==> src/rtl/tiv_pkg.sv <==
package tiv_pkg;

   // index width of a one-of-n selector, never below one bit
   function automatic int sel_width(input int n);
      return (n > 1) ? $clog2(n) : 1;
   endfunction

   // bits needed for the code field: values 0 (idle) .. n
   function automatic int code_width(input int n);
      return $clog2(n + 1);
   endfunction

endpackage

==> src/rtl/tiv_flag_cell.sv <==
module tiv_flag_cell #(
   parameter bit SYNC_EVT = 1'b1
) (
   input  logic clk,
   input  logic rst,
   input  logic evt,
   input  logic clr,
   input  logic wr_en,
   input  logic wr_val,
   output logic flag
);

   logic set_now;

   generate
      if (SYNC_EVT) begin : g_sync
         logic evt_q;
         always_ff @(posedge clk) begin
            if (rst) evt_q <= 1'b0;
            else     evt_q <= evt;
         end
         assign set_now = evt_q;
      end else begin : g_direct
         assign set_now = evt;
      end
   endgenerate

   // set beats write, write beats service clear
   always_ff @(posedge clk) begin
      if (rst)          flag <= 1'b0;
      else if (set_now) flag <= 1'b1;
      else if (wr_en)   flag <= wr_val;
      else if (clr)     flag <= 1'b0;
   end

endmodule

==> src/rtl/tiv_prio_enc.sv <==
module tiv_prio_enc import tiv_pkg::*; #(
   parameter int N     = 5,
   localparam int IDX_W = sel_width(N)
) (
   input  logic [N-1:0]     req,
   output logic [N-1:0]     grant,
   output logic [IDX_W-1:0] idx,
   output logic             any
);

   // lowest index wins: scan downward so the last hit is the lowest
   always_comb begin
      grant = '0;
      idx   = '0;
      for (int i = N - 1; i >= 0; i--) begin
         if (req[i]) begin
            grant    = '0;
            grant[i] = 1'b1;
            idx      = IDX_W'(i);
         end
      end
   end

   assign any = |req;

endmodule

==> src/rtl/tiv_vec_fmt.sv <==
module tiv_vec_fmt import tiv_pkg::*; #(
   parameter int N      = 5,
   parameter int VEC_W  = 16,
   localparam int IDX_W  = sel_width(N),
   localparam int CODE_W = code_width(N)
) (
   input  logic             any,
   input  logic [IDX_W-1:0] idx,
   output logic [VEC_W-1:0] vec
);

   logic [CODE_W-1:0] code;

   always_comb begin
      code = any ? (CODE_W'(idx) + CODE_W'(1)) : '0;
      vec  = '0;
      vec[CODE_W:1] = code;
   end

endmodule

==> src/rtl/tmr_irq_vec.sv <==
module tmr_irq_vec import tiv_pkg::*; #(
   parameter int NUM_CH   = 4,
   parameter int VEC_W    = 16,
   parameter bit SYNC_EVT = 1'b1
) (
   input  logic              clk,
   input  logic              rst,
   input  logic [NUM_CH-1:0] ch_cap_mode,
   input  logic [NUM_CH-1:0] ch_cap_evt,
   input  logic [NUM_CH-1:0] ch_cmp_evt,
   input  logic              wrap_at_period,
   input  logic              cnt_at_max,
   input  logic              cnt_at_period,
   input  logic [NUM_CH:0]   src_en,
   input  logic              flag_wr_en,
   input  logic [NUM_CH:0]   flag_wr_data,
   input  logic              irq_ack,
   input  logic              vec_rd,
   output logic              irq_req,
   output logic [VEC_W-1:0]  vec_word,
   output logic [NUM_CH:0]   flags
);

   localparam int NUM_SRC = NUM_CH + 1;
   localparam int IDX_W   = sel_width(NUM_SRC);
   localparam int CODE_W  = code_width(NUM_SRC);

   generate
      if (NUM_CH < 1) begin : g_bad_ch
         $error("tmr_irq_vec: NUM_CH must be at least 1");
      end
      if (CODE_W + 1 > VEC_W) begin : g_bad_w
         $error("tmr_irq_vec: VEC_W too narrow for the code field");
      end
   endgenerate

   logic [NUM_SRC-1:0] src_evt;
   logic [NUM_SRC-1:0] pend;
   logic [NUM_SRC-1:0] grant;
   logic [NUM_SRC-1:0] clr_mask;
   logic [IDX_W-1:0]   win_idx;
   logic               win_any;
   logic               service;

   // event selection per source
   generate
      for (genvar c = 0; c < NUM_CH; c++) begin : g_ch_sel
         assign src_evt[c] = ch_cap_mode[c] ? ch_cap_evt[c] : ch_cmp_evt[c];
      end
   endgenerate
   assign src_evt[NUM_CH] = wrap_at_period ? cnt_at_period : cnt_at_max;

   assign pend     = flags & src_en;
   assign service  = irq_ack | vec_rd;
   assign clr_mask = grant & {NUM_SRC{service}};

   generate
      for (genvar s = 0; s < NUM_SRC; s++) begin : g_cell
         tiv_flag_cell #(.SYNC_EVT(SYNC_EVT)) u_cell (
            .clk    (clk),
            .rst    (rst),
            .evt    (src_evt[s]),
            .clr    (clr_mask[s]),
            .wr_en  (flag_wr_en),
            .wr_val (flag_wr_data[s]),
            .flag   (flags[s])
         );
      end
   endgenerate

   tiv_prio_enc #(.N(NUM_SRC)) u_prio (
      .req   (pend),
      .grant (grant),
      .idx   (win_idx),
      .any   (win_any)
   );

   tiv_vec_fmt #(.N(NUM_SRC), .VEC_W(VEC_W)) u_fmt (
      .any (win_any),
      .idx (win_idx),
      .vec (vec_word)
   );

   assign irq_req = win_any;

endmodule

==> config.mk <==
export PLATFORM = sky130hd
export DESIGN_NAME = tmr_irq_vec
export DESIGN_NICKNAME = d
export VERILOG_FILES = /design/src/rtl/tiv_pkg.sv /design/src/rtl/tiv_flag_cell.sv /design/src/rtl/tiv_prio_enc.sv /design/src/rtl/tiv_vec_fmt.sv /design/src/rtl/tmr_irq_vec.sv
export SDC_FILE = /design/constraint.sdc
export NUM_CORES = 1
export LEC_CHECK = 0
export ABC_AREA = 1
export BUFFER_PORTS_ARGS = -buffer_cell sky130_fd_sc_hd__clkbuf_2
export CORE_MARGIN = 2
export CORE_UTILIZATION = 34
export CTS_CLUSTER_SIZE = 25
export DETAILED_ROUTE_END_ITERATION = 8
export PLACE_DENSITY = 0.74
export RECOVER_POWER = 50
export SLEW_MARGIN = 20
export SYNTH_ARGS = -nofsm -noshare
export SYNTH_HDL_FRONTEND = slang
export SYNTH_SLANG_ARGS = --single-unit
==> constraint.sdc <==
create_clock -name clk -period 1.32 [get_ports clk]
set_clock_uncertainty 0.2 [all_clocks]
set_input_delay 0.198 -clock clk [delete_from_list [all_inputs] [get_ports clk]]
set_output_delay 0.198 -clock clk [all_outputs]
set_load 0.03 [all_outputs]
### Word level (Yosys, flattened, before mapping)

Index checks and enable logic that the tools add are counted.
Widths: inputs -> output; s select.

| operators by class | value |
|---|---|
| bitwise operators | 3 |
| muxes and demuxes | 31 |
| reduce and logical (&&, ||, !) cells | 6 |
| add/subtract/negate cells | 1 |

Operator list:

| operator | number |
|---|---|
| $mux 5 | 5 |
| $mux 1 | 20 |
| $mux 3 | 6 |
| $reduce_bool 3->1 | 5 |
| $and 5x5->5 | 2 |
| $reduce_or 5->1 | 1 |
| $add 3x1->3 const B | 1 |
| $or 1x1->1 | 1 |

| storage, ports and cells | value |
|---|---|
| word-level logic and storage cells | 51 |
| input bits | 30 |
| output and inout port bits | 22 |
| register bits | 10 |

### Depth between registers and ports, before layout

Gate-level depths: netlist of run 1.

| depth | value |
|---|---|
| depth in word-level cells | 10 |
| mapped depth | 7 |
| gate-level depth less buffers | 7 |

### Modules after synthesis

A second synthesis of run 1 with hierarchy kept.

| unflattened totals | value |
|---|---|
| cells, all modules | 128 |
| area total of the unflattened synthesis | 737.0 um^2 |

Modules (own cells, without submodules):

| module | area each (um^2) | cells an instance | times used | sequential area each (um^2) |
|---|---|---|---|---|
| tiv_flag_cell | 70.1 | 9 | 5 | 40.0 |
| tmr_irq_vec | 156.4 | 41 | 1 | 0.0 |
| tiv_vec_fmt | 143.9 | 23 | 1 | 0.0 |
| tiv_prio_enc | 86.3 | 19 | 1 | 0.0 |

### Worst setup path after synthesis of run 1

No wires, ideal clock.

| timing path | value |
|---|---|
| path kind | reg-to-output |
| start | reg g_cell[1].u_cell.flag |
| end | out vec_word[2] |
| path slack | -778 ps |
| arrival time | 1700 ps |
| data required time | 922 ps |
| stages on the path, launching flop included | 7 |
| buffers on the path | 0 |
| cells stage by stage | dfxtp_1 > nand2_1 > inv_1 > o21ai_0 > inv_1 > ha_1 > a21boi_0 |

| on the way | value |
|---|---|
| longest elaborated chain between the ends | 5 |
| elaborated cells between the ends (all ways) | 6 |
| classes of those cells | 1 x add/sub; 3 x mux; 1 x bitwise; 1 x reduce/logical |

Ends and longest elaborated chain:

| what | line | source |
|---|---|---|
| from (decl) | tiv_flag_cell.sv:10 | `output logic flag` |
| from (signal assigned) | tiv_flag_cell.sv:32 | `else if (wr_en) flag <= wr_val;` |
| $and 5x5->5 * | tmr_irq_vec.sv:53 | `assign pend = flags & src_en;` |
| $mux 3 (2 in series) | tiv_prio_enc.sv:16 | `if (req[i]) begin` |
| $add 3x1->3 | tiv_vec_fmt.sv:15 | `code = any ? (CODE_W'(idx) + CODE_W'(1)) : '0;` |
| $mux 3 * | tiv_vec_fmt.sv:15 |  |
| to (decl) | tmr_irq_vec.sv:20 | `output logic [VEC_W-1:0] vec_word,` |

Mark *: on every way between the ends. The rest lies on a longest branch, timed or not.

### Final worst setup path of run 1

| timing path | value |
|---|---|
| start | reg g_cell[2].u_cell.flag |
| end | out vec_word[2] |

| on the way | value |
|---|---|
| longest elaborated chain between the ends | 6 |
| elaborated cells between the ends (all ways) | 7 |
| classes of those cells | 1 x add/sub; 4 x mux; 1 x bitwise; 1 x reduce/logical |

Ends and longest elaborated chain:

| what | line |
|---|---|
| from (decl) | tiv_flag_cell.sv:10 |
| from (signal assigned) | tiv_flag_cell.sv:32 |
| $and 5x5->5 * | tmr_irq_vec.sv:53 |
| $mux 3 (3 in series) | tiv_prio_enc.sv:16 |
| $add 3x1->3 | tiv_vec_fmt.sv:15 |
| $mux 3 * | tiv_vec_fmt.sv:15 |

Marks and branches as above.

==> results of run 1 <==
where the power goes:
part	switching [mW]	total, mW	leakage, nW	internal (mW)
Combinational	0.261	0.498	0.551	0.237
Sequential	0.0133	0.340	0.0844	0.327
Clock	0.0922	0.197	0.0138	0.105
per-layer routing:
layer,up-vias,GRT usage,routed length [um]
li1,380,-,-
met5,-,0,0
met3,2,0.04528,157
met4,0,0.09730,17
met2,37,0.3147,1092
met1,334,0.1726,627
sequential cells by signal (all words and copies together) (netlist names):
register,flops
g_cell.u_cell.g_sync.evt_q,5
g_cell.u_cell.flag,5
placed cells by master, fill, tap and decap left out:
cell,count
buf_4,14
nand3_2,4
a21oi_1,7
clkbuf_2,29
ha_4,1
buf_6,6
buf_2,2
dlygate4sd3_1,12
inv_1,4
dfxtp_2,4
buf_8,4
dfxtp_1,6
clkbuf_4,4
nand2_2,5
conb_1,13
nand2_4,4
a21boi_4,1
nand3_1,2
nor2_4,2
nor2_1,7
a21oi_2,5
inv_2,3
o21ai_2,1
a21oi_4,2
mux2i_1,5
nand2_1,4
worst paths after layout:
check	startpoint	to	slack, ns	cells past startpoint
max	g_cell[2].u_cell.flag	vec_word[2]	-0.56	6
min	wrap_at_period	g_cell[4].u_cell.g_sync.evt_q	-0.004	3
max reg2reg	g_cell[1].u_cell.flag	g_cell[4].u_cell.flag	-0.16	9
min reg2reg	g_cell[1].u_cell.g_sync.evt_q	g_cell[1].u_cell.flag	0.28	2
critical path, cell delays in order, from the launching register on:
cell and delay (ns):
dfxtp_2 0.37, a21oi_2 0.08, o21ai_2 0.17, inv_2 0.06, ha_4 0.25, a21boi_4 0.17
buf_8 0.13
through the flow:
step                        util  setup WS [ns]  std cells  hold slack, ns
after floorplan                -        -0.2589         99          0.1419
after global placement    0.5263        -0.3662        156          0.2258
after detailed placement  0.5263        -0.3850        156          0.2366
after CTS                 0.6905        -0.5549        181       0.0008471
after global routing      0.7032        -0.6282        176         0.02597
final                     0.7032        -0.5552        176       -0.004018
kinds of logic (layout without fill, tap and decap cells):
logic type	Yosys count	in the layout	share of synthesized area
DFF	10	10	0.3030
muxes	5	5	0.07576
adders and majority gates	1	1	0.01894
AOI/OAI and AO/OA	16	16	0.1364
and+or+nand+nor	28	28	0.2083
other	1	13	0.005676
buffers and inverters	26	78	0.2519
repair_timing:
| action | in CTS | in global routing |
|---|---|---|
| pin swaps | 9 | 9 |
| gates resized for setup | 21 | 24 |
| hold buffers | 12 | 0 |
| buffers inserted | 12 | 0 |
| hold endpoints to repair | 5 | 0 |
| endpoints found under the setup margin | 6 | 12 |
layout make-up:
cell class / count / area [um^2]
fill: 123 / 529.3
timing repair buffer: 68 / 515.5
multi-input combinational: 63 / 452.9
sequential: 10 / 205.2
tap: 25 / 31.28
inverter: 7 / 26.28
clock buffer: 3 / 22.52
==> impl_metrics.csv, run 1 <==
group,metric,value,unit
synthesis,yosysWarnings,0,
grt,grt_start_max_net_pins,11,
status,outcome,"complete, but fails checks",
setup_path,startpoint_type,"flop",
power_and_ir_drop,powerDensity,825.6,mW/mm^2
finish,layout-drive-gt1-share,0.6026,
sta,finalWorstSetupSlack,-0.5552,ns
sta,slew_violations,0,
synthesis,synth_top_area_share,0.3030,
detailed_routing,drtPass1Iterations,2,
synthesis,syn_area,660.6,um^2
detailed_routing,ant_nets,0,
finish,num_antenna_cells,0,
clock_tree,cts.htree.levels,1,
synthesis,synth-seq-cells,10,
grt,antenna_found_initial,0,
synthesis,ys_top_cells_by_area,"dfxtp_1 30%, buf_4 20%, a21oi_1 9.1%, mux2i_1 7.6%, nand2_1 5.1%",
grt,grt_pass1_vias,733,
clock_tree,cts_buffer_depth,2,
setup_path,setup.worst_path.end_class,"output port",
finish,final_cell_area,0.001254,mm^2
die,die_w,48.08,um
die,core_region_area,0.001783,mm^2
power_and_ir_drop,p_leak,0.6488,nW
setup_path,arrival,1.48,ns
sta,setup_viol_count_final,7,
clock_tree,clock_latency,0.26,ns
grt,grt_pass1_wl,2773,um
sta,tns,-2.285,ns
synthesis,async_flop_share,0,
setup_path,critPathKind,"reg -> out",
place,numPortBuffers,38,
grt,grt_use_total,0.1716,
flow_run,cap_viol_max_count,0,
clock_tree,numCtsBuffers,3,
sta,hold_viol_final,1,
detailed_routing,via_count,753,
sta,holdWs,-0.004018,ns
die,die_y,48.08,um
sta,period_needed,1.875,ns
synthesis,synth.distinct_cells,18,
detailed_routing,wl,1894,um
sta,min_period_over_period,1.421,
setup_path,path_max_fanout,3,
sta,rsz0062_at_grt,"yes",
power_and_ir_drop,ir_worst_vdd,0.0006006,V
status,violations,"hold timing, setup timing",
min_path,hold_path_class,"in -> reg",
power_and_ir_drop,total_power,1.035,mW
detailed_routing,drtIter0Drc,4,
die,start_util,0.3705,
clock_tree,cts_tree,"built",
die,num_rows,15,
synthesis,yosys.area.top_type,"dfxtp_1",
setup_path,cp_data_required_time,0.92,ns
finish,nets,184,
detailed_routing,drcViolationCount,0,
place,gp_congestion,0.7034,
grt,grt_overflow,0,
finish,area_growth,89.77,%
die,die_area,0.002312,mm^2
detailed_routing,avgRoutedWirePerCell,10.76,um
synthesis,postSynthCellCount,87,
die,ioPinCount,52,
synthesis,syn_area_per_cell,7.593,um^2
sta,timing.fmax,0.5333,GHz
synthesis,synth_edf_count,0,
clock_tree,cts.sinks,10,
clock_tree,path_clk_slew,0.06,ns
synthesis,ys_seq_area_frac,0.3030,
clock_tree,cts_root_buffer,"clkbuf_4",
synthesis,synth_common_cells,"18 x buf_4, 12 x a21oi_1, 10 x dfxtp_1, 9 x nand2_1",
place,place_hpwl,1158,um
detailed_routing,viasPerCell,4.278,
synthesis,synthFlopType,"dfxtp_1",
place,place_area,938.4,um^2
synthesis,synth.most_common_cell,"buf_4",
Power figures use the tool's default switching activity.
==> inputs of run 2 (changes only) <==
--- a/config.mk
+++ b/config.mk
@@ -17,3 +17,4 @@
 export SYNTH_ARGS = -nofsm -noshare
 export SYNTH_HDL_FRONTEND = slang
 export SYNTH_SLANG_ARGS = --single-unit
+export TNS_END_PERCENT = 10
==> constraint.sdc (replaced) <==
create_clock -name clk -period 1.32 [get_ports clk]
set_clock_uncertainty 0.2 [all_clocks]
set_input_delay 0.198 -clock clk [delete_from_list [all_inputs] [get_ports clk]]
set_output_delay 0.198 -clock clk [all_outputs]
set_load 0.01 [all_outputs]
==> impl_metrics.csv, run 2 (synthesis results as in run 1) <==
group,metric,value,unit
grt,grt_overflow,0,
place,numPortBuffers,38,
power_and_ir_drop,ir_worst_vdd,0.0006757,V
clock_tree,cts.htree.levels,1,
grt,grt_use_total,0.1601,
die,die_area,0.002312,mm^2
setup_path,max_stage_delay,0.32,ns
die,core_region_area,0.001783,mm^2
detailed_routing,avgRoutedWirePerCell,9.637,um
detailed_routing,dr_wl_met3,144,um
sta,hold_viol_final,0,
sta,finalWorstSetupSlack,-0.5438,ns
setup_path,cp_data_required_time,0.92,ns
detailed_routing,ant_nets,0,
sta,min_period_over_period,1.412,
clock_tree,path_clk_slew,0.06,ns
grt,grt_pass1_wl,2497,um
finish,area_growth,62.88,%
setup_path,setup.worst_path.end_class,"output port",
grt,grt_start_max_net_pins,11,
detailed_routing,wl_met1,632,um
finish,finalNonFillerCells,171,
clock_tree,cts_tree,"built",
setup_path,r2r-end,"g_cell[4].u_cell.flag",
setup_path,startpoint,"g_cell[1].u_cell.flag",
setup_path,arrival,1.47,ns
clock_tree,cts_buffer_depth,2,
detailed_routing,drcViolationCount,0,
clock_tree,numCtsBuffers,3,
finish,layout-drive-gt1-share,0.4932,
finish,final_cell_area,0.001076,mm^2
setup_path,path_cells,"nand2_2 -> inv_2 -> o21ai_2 -> inv_1 -> ha_1 -> a21boi_4 -> buf_6",
finish,regArea,203.9,um^2
die,die_y,48.08,um
finish,nets,178,
sta,slew_violations,0,
finish,num_antenna_cells,0,
setup_path,startpoint_type,"flop",
setup_path,endpoint,"vec_word[2]",
setup_path,path_max_fanout,2,
detailed_routing,wl,1648,um
place,place_hpwl,1216,um
grt,grt_pass1_vias,638,
detailed_routing,wl_met2,852,um
place,dp_slack,-0.3568,ns
place,gp_congestion,0.6803,
min_path,hold_path_class,"in -> reg",
setup_path,slowest_stage,"dfxtp_2",
status,outcome,"complete, but fails checks",
setup_path,ff2ff_setup_slack,-0.02,ns
power_and_ir_drop,total_power,0.9241,mW
finish,top_regs,"g_cell.u_cell.flag (5), g_cell.u_cell.g_sync.evt_q (5)",
sta,period_needed,1.864,ns
detailed_routing,drtIter0Drc,10,
detailed_routing,viasPerCell,4.257,
place,placedCellCount,154,
die,ioPinCount,52,
setup_path,r2r_cells,8,
power_and_ir_drop,powerDensity,858.8,mW/mm^2
flow_run,cap_viol_max_count,0,
finish,filler_cell_count,163,
setup_path,critPathKind,"reg -> out",
clock_tree,cts.sinks,10,
detailed_routing,drtPass1Iterations,4,
clock_tree,cts_root_buffer,"clkbuf_4",
sta,holdWs,0.01005,ns
finish,final_common_cell,"clkbuf_2",
power_and_ir_drop,p_leak,0.5893,nW
die,num_rows,15,
die,die_w,48.08,um
status,violations,"setup timing",
grt,antenna_found_initial,0,
sta,rsz0062_at_grt,"yes",
finish,layout_common_cells,"37 x clkbuf_2, 13 x conb_1, 12 x dlygate4sd3_1, 12 x buf_4, 10 x a21oi_1",
detailed_routing,top_layer,"met4",
die,start_util,0.3705,
setup_path,reg2reg_from,"g_cell[1].u_cell.flag",
sta,tns,-1.902,ns
detailed_routing,via_count,728,
finish,multi_input_area,371.6,um^2
finish,fin_util,0.6035,
sta,timing.fmax,0.5366,GHz
place,place_area,895.9,um^2
clock_tree,clock_latency,0.26,ns
sta,setup_viol_count_final,5,
==> run 2: changes by cell type in the layout (fill, tap and decap cells not counted), sizes merged <==
cell | before | now
clkbuf | 33 | 41
buf | 26 | 13
==> run 2: repair_timing <==
action / CTS / global route
setup buffers: 1 / 0
hold buffers: 12 / 0
gates resized for setup: 3 / 3
pin swaps: 3 / 0
setup endpoints to repair: 5 / 7
endpoints found under the hold margin: 5 / 0
==> run 2: area by class of cell <==
cell class              instances  area share
flip-flops and latches         10      0.1895
multi-input cells              63      0.3453
well taps                      25     0.02907
clock buffers                   4     0.03372
inverters                       7     0.02442
repair buffers                 62      0.3779
==> run 2: metal layers <==
layer | track usage | up-vias
li1 | - | 370
met1 | 0.1633 | 312
met2 | 0.3013 | 44
met3 | 0.04528 | 2
met4 | 0.06486 | 0
met5 | 0 | -
==> run 2: critical path: cells and delay by family (launching register included) <==
kind | cells | cell delay, ns
and+or+nand+nor | 1 | 0.06
AOI/OAI and AO/OA | 2 | 0.31
buffers and inverters | 3 | 0.22
DFF | 1 | 0.32
adders and majority gates | 1 | 0.29
==> run 2: worst min path at each step <==
stage                     cells after the start                             to            from
after global routing                          2          g_cell[4].u_cell.flag             rst
final                                         3  g_cell[4].u_cell.g_sync.evt_q  wrap_at_period
after CTS                                     3  g_cell[2].u_cell.g_sync.evt_q  ch_cap_mode[2]
after global placement                        3  g_cell[0].u_cell.g_sync.evt_q   ch_cmp_evt[0]
after detailed placement                      3  g_cell[3].u_cell.g_sync.evt_q   ch_cmp_evt[3]
after floorplan                               2  g_cell[0].u_cell.g_sync.evt_q   ch_cmp_evt[0]
==> run 2: power breakdown <==
part	internal, mW	switching [mW]	leakage [nW]
Combinational	0.168	0.149	0.484
Clock	0.167	0.102	0.0210
Sequential	0.326	0.0119	0.0841
Total	0.661	0.263	0.589
